===== src/rtl/recip_est_pkg.sv =====
package recip_est_pkg;

    localparam int DP_EXP_W  = 11;
    localparam int DP_FRAC_W = 52;
    localparam int SP_EXP_W  = 8;
    localparam int SP_FRAC_W = 23;
    localparam int DP_W      = 1 + DP_EXP_W + DP_FRAC_W;
    localparam int SP_W      = 1 + SP_EXP_W + SP_FRAC_W;
    localparam int IDX_W     = 8;
    localparam int TBL_DEPTH = 1 << IDX_W;
    localparam int EXP_PIVOT = 2045;
    localparam int EXP_SHIFT = 896;   // binary64 bias minus binary32 bias
    localparam int FRAC_GAP  = DP_FRAC_W - SP_FRAC_W;

    typedef struct packed {
        logic                 sign;
        logic [DP_EXP_W-1:0]  exp;
        logic [DP_FRAC_W-1:0] frac;
    } dp_t;

    typedef struct packed {
        logic                 sign;
        logic [SP_EXP_W-1:0]  exp;
        logic [SP_FRAC_W-1:0] frac;
    } sp_t;

    // One table entry: rounded 1/(1.idx + half step), fraction bits only
    function automatic logic [IDX_W-1:0] tbl_entry(input logic [IDX_W-1:0] idx);
        logic [19:0] den;
        logic [19:0] quo;
        den = 20'({1'b1, idx, 1'b1});
        quo = 20'h80000 / den;
        quo = (quo + 20'd1) >> 1;
        return quo[IDX_W-1:0];
    endfunction

endpackage


===== src/rtl/recip_sp_widen.sv =====
module recip_sp_widen
    import recip_est_pkg::*;
(
    input  sp_t sp_in,
    output dp_t dp_out
);
    logic [4:0]           lead;
    logic [DP_FRAC_W:0]   norm;

    always_comb begin
        lead = '0;
        for (int i = 0; i < SP_FRAC_W; i++) begin
            if (sp_in.frac[i]) lead = 5'(i);
        end
        norm = {{(DP_FRAC_W+1-SP_FRAC_W){1'b0}}, sp_in.frac} << (6'(DP_FRAC_W) - {1'b0, lead});

        dp_out.sign = sp_in.sign;
        if (sp_in.exp == '1) begin
            dp_out.exp  = '1;
            dp_out.frac = {sp_in.frac, {FRAC_GAP{1'b0}}};
        end else if (sp_in.exp == '0) begin
            if (sp_in.frac == '0) begin
                dp_out.exp  = '0;
                dp_out.frac = '0;
            end else begin
                dp_out.exp  = DP_EXP_W'(EXP_SHIFT - SP_FRAC_W - 1 + 2) + DP_EXP_W'(lead);
                dp_out.frac = norm[DP_FRAC_W-1:0];
            end
        end else begin
            dp_out.exp  = DP_EXP_W'(EXP_SHIFT) + DP_EXP_W'(sp_in.exp);
            dp_out.frac = {sp_in.frac, {FRAC_GAP{1'b0}}};
        end
    end
endmodule


===== src/rtl/recip_dp_core.sv =====
module recip_dp_core
    import recip_est_pkg::*;
(
    input  dp_t op,
    output dp_t res
);
    logic [IDX_W-1:0] rom [TBL_DEPTH];

    for (genvar g = 0; g < TBL_DEPTH; g++) begin : g_rom
        assign rom[g] = tbl_entry(IDX_W'(g));
    end

    logic [DP_EXP_W:0]    e_wide;
    logic [DP_EXP_W:0]    e_diff;
    logic [DP_FRAC_W-1:0] f_norm;
    logic [DP_EXP_W-1:0]  r_exp;
    logic [DP_FRAC_W-1:0] r_frac;

    always_comb begin
        e_wide = {1'b0, op.exp};
        f_norm = op.frac;
        if (op.exp == '0) begin
            if (!op.frac[DP_FRAC_W-1]) begin
                e_wide = '1;
                f_norm = op.frac << 2;
            end else begin
                f_norm = op.frac << 1;
            end
        end
        e_diff = (DP_EXP_W+1)'(EXP_PIVOT) - e_wide;
        r_exp  = e_diff[DP_EXP_W-1:0];
        r_frac = {rom[f_norm[DP_FRAC_W-1 -: IDX_W]], {(DP_FRAC_W-IDX_W){1'b0}}};
        if (r_exp == '0) begin
            r_frac = (r_frac >> 1) | (DP_FRAC_W'(1) << (DP_FRAC_W-1));
        end else if (r_exp == '1) begin
            r_exp  = '0;
            r_frac = (r_frac >> 2) | (DP_FRAC_W'(1) << (DP_FRAC_W-2));
        end

        res.sign = op.sign;
        if ({1'b0, op.exp} >= (DP_EXP_W+1)'(EXP_PIVOT)) begin
            if (op.exp == '1 && op.frac != '0) begin
                res.exp  = op.exp;
                res.frac = op.frac | (DP_FRAC_W'(1) << (DP_FRAC_W-1));
            end else begin
                res.exp  = '0;
                res.frac = '0;
            end
        end else if (op.exp == '0 && op.frac == '0) begin
            res.exp  = '1;
            res.frac = '0;
        end else begin
            res.exp  = r_exp;
            res.frac = r_frac;
        end
    end
endmodule


===== src/rtl/recip_dp_narrow.sv =====
module recip_dp_narrow
    import recip_est_pkg::*;
(
    input  dp_t dp_in,
    output sp_t sp_out
);
    localparam int WIDE_W = DP_FRAC_W + 1 + 32;

    logic signed [DP_EXP_W+1:0] se;
    logic signed [DP_EXP_W+1:0] sh;
    logic [SP_W-2:0]            nsum;
    logic [SP_W-2:0]            dsum;
    logic [WIDE_W-1:0]          wide;
    logic                       n_rnd;
    logic                       d_rnd;
    logic [SP_FRAC_W-1:0]       d_frac;

    always_comb begin
        se     = $signed({2'b00, dp_in.exp}) - (DP_EXP_W+2)'(EXP_SHIFT);
        sh     = (DP_EXP_W+2)'(1) - se;
        // normal range: guard at bit FRAC_GAP-1, sticky below
        n_rnd  = dp_in.frac[FRAC_GAP-1] &
                 ((|dp_in.frac[FRAC_GAP-2:0]) | dp_in.frac[FRAC_GAP]);
        nsum   = {se[SP_EXP_W-1:0], dp_in.frac[DP_FRAC_W-1:FRAC_GAP]} + (SP_W-1)'(n_rnd);
        // subnormal range
        wide   = {1'b1, dp_in.frac, 32'b0} >> sh[4:0];
        d_frac = wide[WIDE_W-2 -: SP_FRAC_W];
        d_rnd  = wide[WIDE_W-2-SP_FRAC_W] &
                 ((|wide[WIDE_W-3-SP_FRAC_W:0]) | d_frac[0]);
        dsum   = (SP_W-1)'(d_frac) + (SP_W-1)'(d_rnd);

        sp_out.sign = dp_in.sign;
        if (dp_in.exp == '1) begin
            sp_out.exp  = '1;
            sp_out.frac = (dp_in.frac != '0) ? dp_in.frac[DP_FRAC_W-1:FRAC_GAP] : '0;
        end else if (dp_in.exp == '0) begin
            sp_out.exp  = '0;
            sp_out.frac = '0;
        end else if (se >= (DP_EXP_W+2)'(255)) begin
            sp_out.exp  = '1;
            sp_out.frac = '0;
        end else if (se >= (DP_EXP_W+2)'(1)) begin
            {sp_out.exp, sp_out.frac} = nsum;
        end else if (sh > (DP_EXP_W+2)'(25)) begin
            sp_out.exp  = '0;
            sp_out.frac = '0;
        end else begin
            {sp_out.exp, sp_out.frac} = dsum;
        end
    end
endmodule


===== src/rtl/recip_est_top.sv =====
module recip_est_top
    import recip_est_pkg::*;
(
    input  logic            clk,
    input  logic            rst,
    input  logic            in_valid,
    input  logic            in_dp,
    input  logic [DP_W-1:0] in_op,
    output logic            out_valid,
    output logic [DP_W-1:0] out_res
);
    dp_t widened;
    dp_t core_in;
    dp_t core_out;
    sp_t narrowed;
    logic [DP_W-1:0] nxt_res;

    recip_sp_widen u_widen (
        .sp_in  (sp_t'(in_op[SP_W-1:0])),
        .dp_out (widened)
    );

    assign core_in = in_dp ? dp_t'(in_op) : widened;

    recip_dp_core u_core (
        .op  (core_in),
        .res (core_out)
    );

    recip_dp_narrow u_narrow (
        .dp_in  (core_out),
        .sp_out (narrowed)
    );

    assign nxt_res = in_dp ? DP_W'(core_out) : {{(DP_W-SP_W){1'b0}}, narrowed};

    always_ff @(posedge clk) begin
        if (rst) begin
            out_valid <= 1'b0;
            out_res   <= '0;
        end else begin
            out_valid <= in_valid;
            if (in_valid) out_res <= nxt_res;
        end
    end

    assert_valid_follow_R1: assert property (@(posedge clk) disable iff (rst)
        out_valid == 1'b0 || $past(in_valid) || $past(rst))
        else $error("out_valid without prior in_valid");

    assert_valid_rise_R1: assert property (@(posedge clk) disable iff (rst)
        in_valid |=> out_valid);

    assert_hold_R2: assert property (@(posedge clk) disable iff (rst)
        !in_valid |=> $stable(out_res));

    assert_nan_quiet_R3: assert property (@(posedge clk) disable iff (rst)
        (in_valid && in_dp && in_op[62:52] == 11'h7FF && in_op[51:0] != '0)
        |=> out_res == ($past(in_op) | 64'h0008_0000_0000_0000));

    assert_zero_inf_R5: assert property (@(posedge clk) disable iff (rst)
        (in_valid && in_dp && in_op[62:0] == '0)
        |=> out_res == {$past(in_op[63]), 11'h7FF, 52'b0});

    assert_single_upper_R8: assert property (@(posedge clk) disable iff (rst)
        (in_valid && !in_dp) |=> out_res[63:32] == '0);

endmodule


===== config.mk =====
export PLATFORM = sky130hd
export DESIGN_NAME = recip_est_top
export DESIGN_NICKNAME = d
export VERILOG_FILES = /design/src/rtl/recip_est_pkg.sv /design/src/rtl/recip_sp_widen.sv /design/src/rtl/recip_dp_core.sv /design/src/rtl/recip_dp_narrow.sv /design/src/rtl/recip_est_top.sv
export SDC_FILE = /design/constraint.sdc
export NUM_CORES = 1
export LEC_CHECK = 0
export BUFFER_PORTS_ARGS = -buffer_cell sky130_fd_sc_hd__buf_2
export CAP_MARGIN = 20
export CELL_PAD_IN_SITES_DETAIL_PLACEMENT = 0
export CELL_PAD_IN_SITES_GLOBAL_PLACEMENT = 1
export CORE_ASPECT_RATIO = 1.25
export CORE_MARGIN = 8
export CORE_UTILIZATION = 45
export CTS_CLUSTER_SIZE = 28
export DETAILED_ROUTE_END_ITERATION = 10
export PLACE_DENSITY_LB_ADDON = 0.1
export SYNTH_ARGS = -nofsm -noshare
export SYNTH_HDL_FRONTEND = slang
export SYNTH_SLANG_ARGS = --single-unit

===== constraint.sdc =====
create_clock -name clk -period 12.7 [get_ports clk]
set_input_delay 0 -clock clk [delete_from_list [all_inputs] [get_ports clk]]
set_output_delay 0 -clock clk [all_outputs]
set_load 0.05 [all_outputs]

==> impl_metrics.py <==
metrics = {
    "run_status": {
        "outcome": "finished, final reports clean",
    },
    "drt": {
        "drc": 0,
        "via_per_inst": 7.48,
        "wl_per_cell_um": 28.8,
        "drtAntennaViolNets": 0,
        "num_vias": 16600,
        "drt_iter0_drc": 2488,
        "first_pass_iters": 6,
        "wl_mm": 63.8,
    },
    "synth": {
        "synth_area_leaders": "dfxtp_1 11%, nor2_1 7.2%, a21oi_1 6.5%",
        "yosysMostFrequentCell": "nor2_1",
        "synthTopCellsByCount": "228 x nor2_1, 182 x nand2_1, 154 x a21oi_1, 117 x o21ai_0, 87 x clkbuf_1",
        "ys_ff_latch": 65,
        "avgSynthCellArea_um2": 6.56,
        "yosys_most_used_dff": "dfxtp_1",
        "synth_warnings": 0,
        "synth_edf_count": 0,
        "netlist_area_mm2": 0.0119,
        "syn-num-nets": 1901,
        "synthDistinctLibCells": 111,
        "synth_area_leader_cell": "dfxtp_1",
        "async_reset_ff_frac": 0,
        "ys_seq_area_frac": 0.110,
        "synth.top_cell.area_share": 0.110,
        "syn_inst": 1810,
    },
    "power_and_ir_drop": {
        "power.density_mw_per_mm2": 93.6,
        "irDropWorstVdd_uv": 89.6,
        "power_uw": 1220,
        "leakage_uw": 0.00495,
    },
    "place": {
        "hpwl_mm": 49.0,
        "pre_cts_slack_ps": 2030,
        "place.gp.congestion": 1.11,
        "io_buffers": 132,
    },
    "clock_tree": {
        "cts_root_buf": "clkbuf_16",
        "cts_tree": "done",
        "cts_max_level": 3,
        "clk_pin_slew_worst_paths_ps": 60,
        "cts_post_setup_buffers_inserted": 0,
        "clock_path_buffers": 2,
        "clkSinkCount": 65,
        "clk_latency_ps": 330,
        "cts_buffers": 9,
    },
    "critical_path": {
        "critPathMaxStageDelay_ps": 740,
        "r2r_cells": 4,
        "worst-setup-path-type": "in2reg",
        "crit_arrival_ps": 10890,
        "start_kind": "input port",
        "crit_fanout": 44,
        "r2r_slack_ps": 11530,
        "r2r-start": "out_res[19]",
        "endpoint_kind": "register",
        "cpMostUsedCell": "buf_4",
        "required_ps": 12890,
        "rr_endpoint": "out_res[19]",
        "cpMaxStageDelayCell": "or4_1",
    },
    "finish": {
        "drive_above_1_share": 0.154,
        "nNetsFinal": 1959,
        "syn2layout_area_growth_pct": 10.2,
        "fillCellCount": 2793,
        "multiInputGateArea_mm2": 0.00987,
        "seq_area_mm2": 0.00130,
    },
    "floorplanning": {
        "die_height_um": 198,
        "io_pins": 133,
        "die_w_um": 161,
        "core.rowCount": 66,
        "die_area_mm2": 0.0319,
        "core_area_mm2": 0.0260,
        "initial_core_util": 0.457,
    },
    "worst_hold_path": {
        "worstHoldEndpoint": "out_res[23]",
        "hp-start": "in_op[23]",
        "hp-class": "in2reg",
        "whs_path_depth": 3,
    },
    "global_routing": {
        "gr-total-overflow": 0,
        "grt_pass1_wl_mm": 95.0,
        "grt_max_degree": 64,
        "grt_pass1_vias": 15200,
        "antenna_found_initial": 0,
        "track_usage": 0.378,
    },
    "timing": {
        "setup_viol": 0,
        "fin_worst_skew_ps": 0,
        "hold_viol": 0,
        "slew_viol_final": 0,
        "post-route-period-util": 0.843,
        "setup_slack_ps": 2000,
        "max_slew_margin": 0.202,
        "fmaxAchievable_ghz": 0.0934,
        "tns_ps": 0,
        "min_period_ps": 10700,
        "tightest_slew_ps": 1180,
        "grt_setup_unrepaired": "no",
    },
    "flow_run": {
        "drv_cap": 0,
    },
}
[state kept, by name (all words and copies together), names as in the netlist]
register / cells
out_valid: 1
out_res: 64
[cell usage in the layout (no fill, tap or decap), types with 42 or more instances in the layout]
| cell | count |
|---|---|
| a21oi_1 | 154 |
| o21ai_0 | 117 |
| nand2_1 | 182 |
| mux2i_1 | 42 |
| o211ai_1 | 44 |
| buf_2 | 133 |
| a22oi_1 | 43 |
| dfxtp_1 | 65 |
| nor2_1 | 228 |
| nand3_1 | 68 |
| nor3_1 | 75 |
| buf_4 | 44 |
[kinds of logic (layout without fill, tap and decap cells)]
kind of cell,count (synthesis),in the layout,synth area share
simple gates,742,742,0.307
compound gates,726,726,0.433
buf+inv,177,240,0.0612
flops,65,65,0.110
mux,57,57,0.0501
fa+ha+maj,23,23,0.0242
xor+xnor,20,20,0.0147
other cells,0,1,0
[per-stage QoR]
stage          hold WS, ps  cells  utilization  cell area, um2
3_5_place_dp           252   2195        0.491           12800
4_1_cts               59.9   2212        0.503           13100
2_1_floorplan          144   1810            -           11900
5_1_grt               86.4   2213        0.503           13100
6_report              70.1   2214        0.503           13100
3_3_place_gp           229   2195        0.491           12800
[power by group]
part	internal [uW]	switching [uW]	leakage, uW
Clock	154	104	0.000148
Sequential	213	5.18	0.000529
Combinational	218	531	0.00427
[area by class of cell]
cell class                      instances  area share
Clock inverter                          7     0.00612
Inverter                               46      0.0132
Clock buffer                            9      0.0172
Timing Repair Buffer                  178      0.0769
Tap cell                              340      0.0325
Antenna cell                            1    0.000191
Sequential cell                        65      0.0994
Multi-Input combinational cell       1568       0.754
[per-layer routing]
layer  global-route usage  routed length [um]  vias to the layer above
li1                     -                   -                     7100
met1                0.477               24100                     7747
met2                0.582               27500                     1387
met3               0.0863                7730                      320
met4                0.219                4450                        0
met5                    0                   0                        -
[worst max-delay path by stage]
stage	startpoint	end	slack, ps	cells past startpoint
finish	in_op[21]	out_res[2]	2000	31
detailed placement	in_op[21]	out_res[2]	2030	31
global placement	in_op[21]	out_res[2]	2120	33
global route	in_op[21]	out_res[2]	1590	38
floorplan	in_op[22]	out_res[2]	4070	43
CTS	in_op[21]	out_res[2]	2320	31
[repair_timing]
item | CTS | global route
gates resized for setup | 0 | 0
hold endpoints to repair | 1 | 0
hold buffers | 1 | 0
[critical path: cells and delay by family]
| kind | cells | cell delay [ps] |
|---|---|---|
| adders and majority gates | 2 | 1110 |
| AOI/OAI and AO/OA | 12 | 3950 |
| and+or+nand+nor | 9 | 3140 |
| muxes | 2 | 820 |
| buffers and inverters | 6 | 1800 |
(Power assumes the default switching activity.)
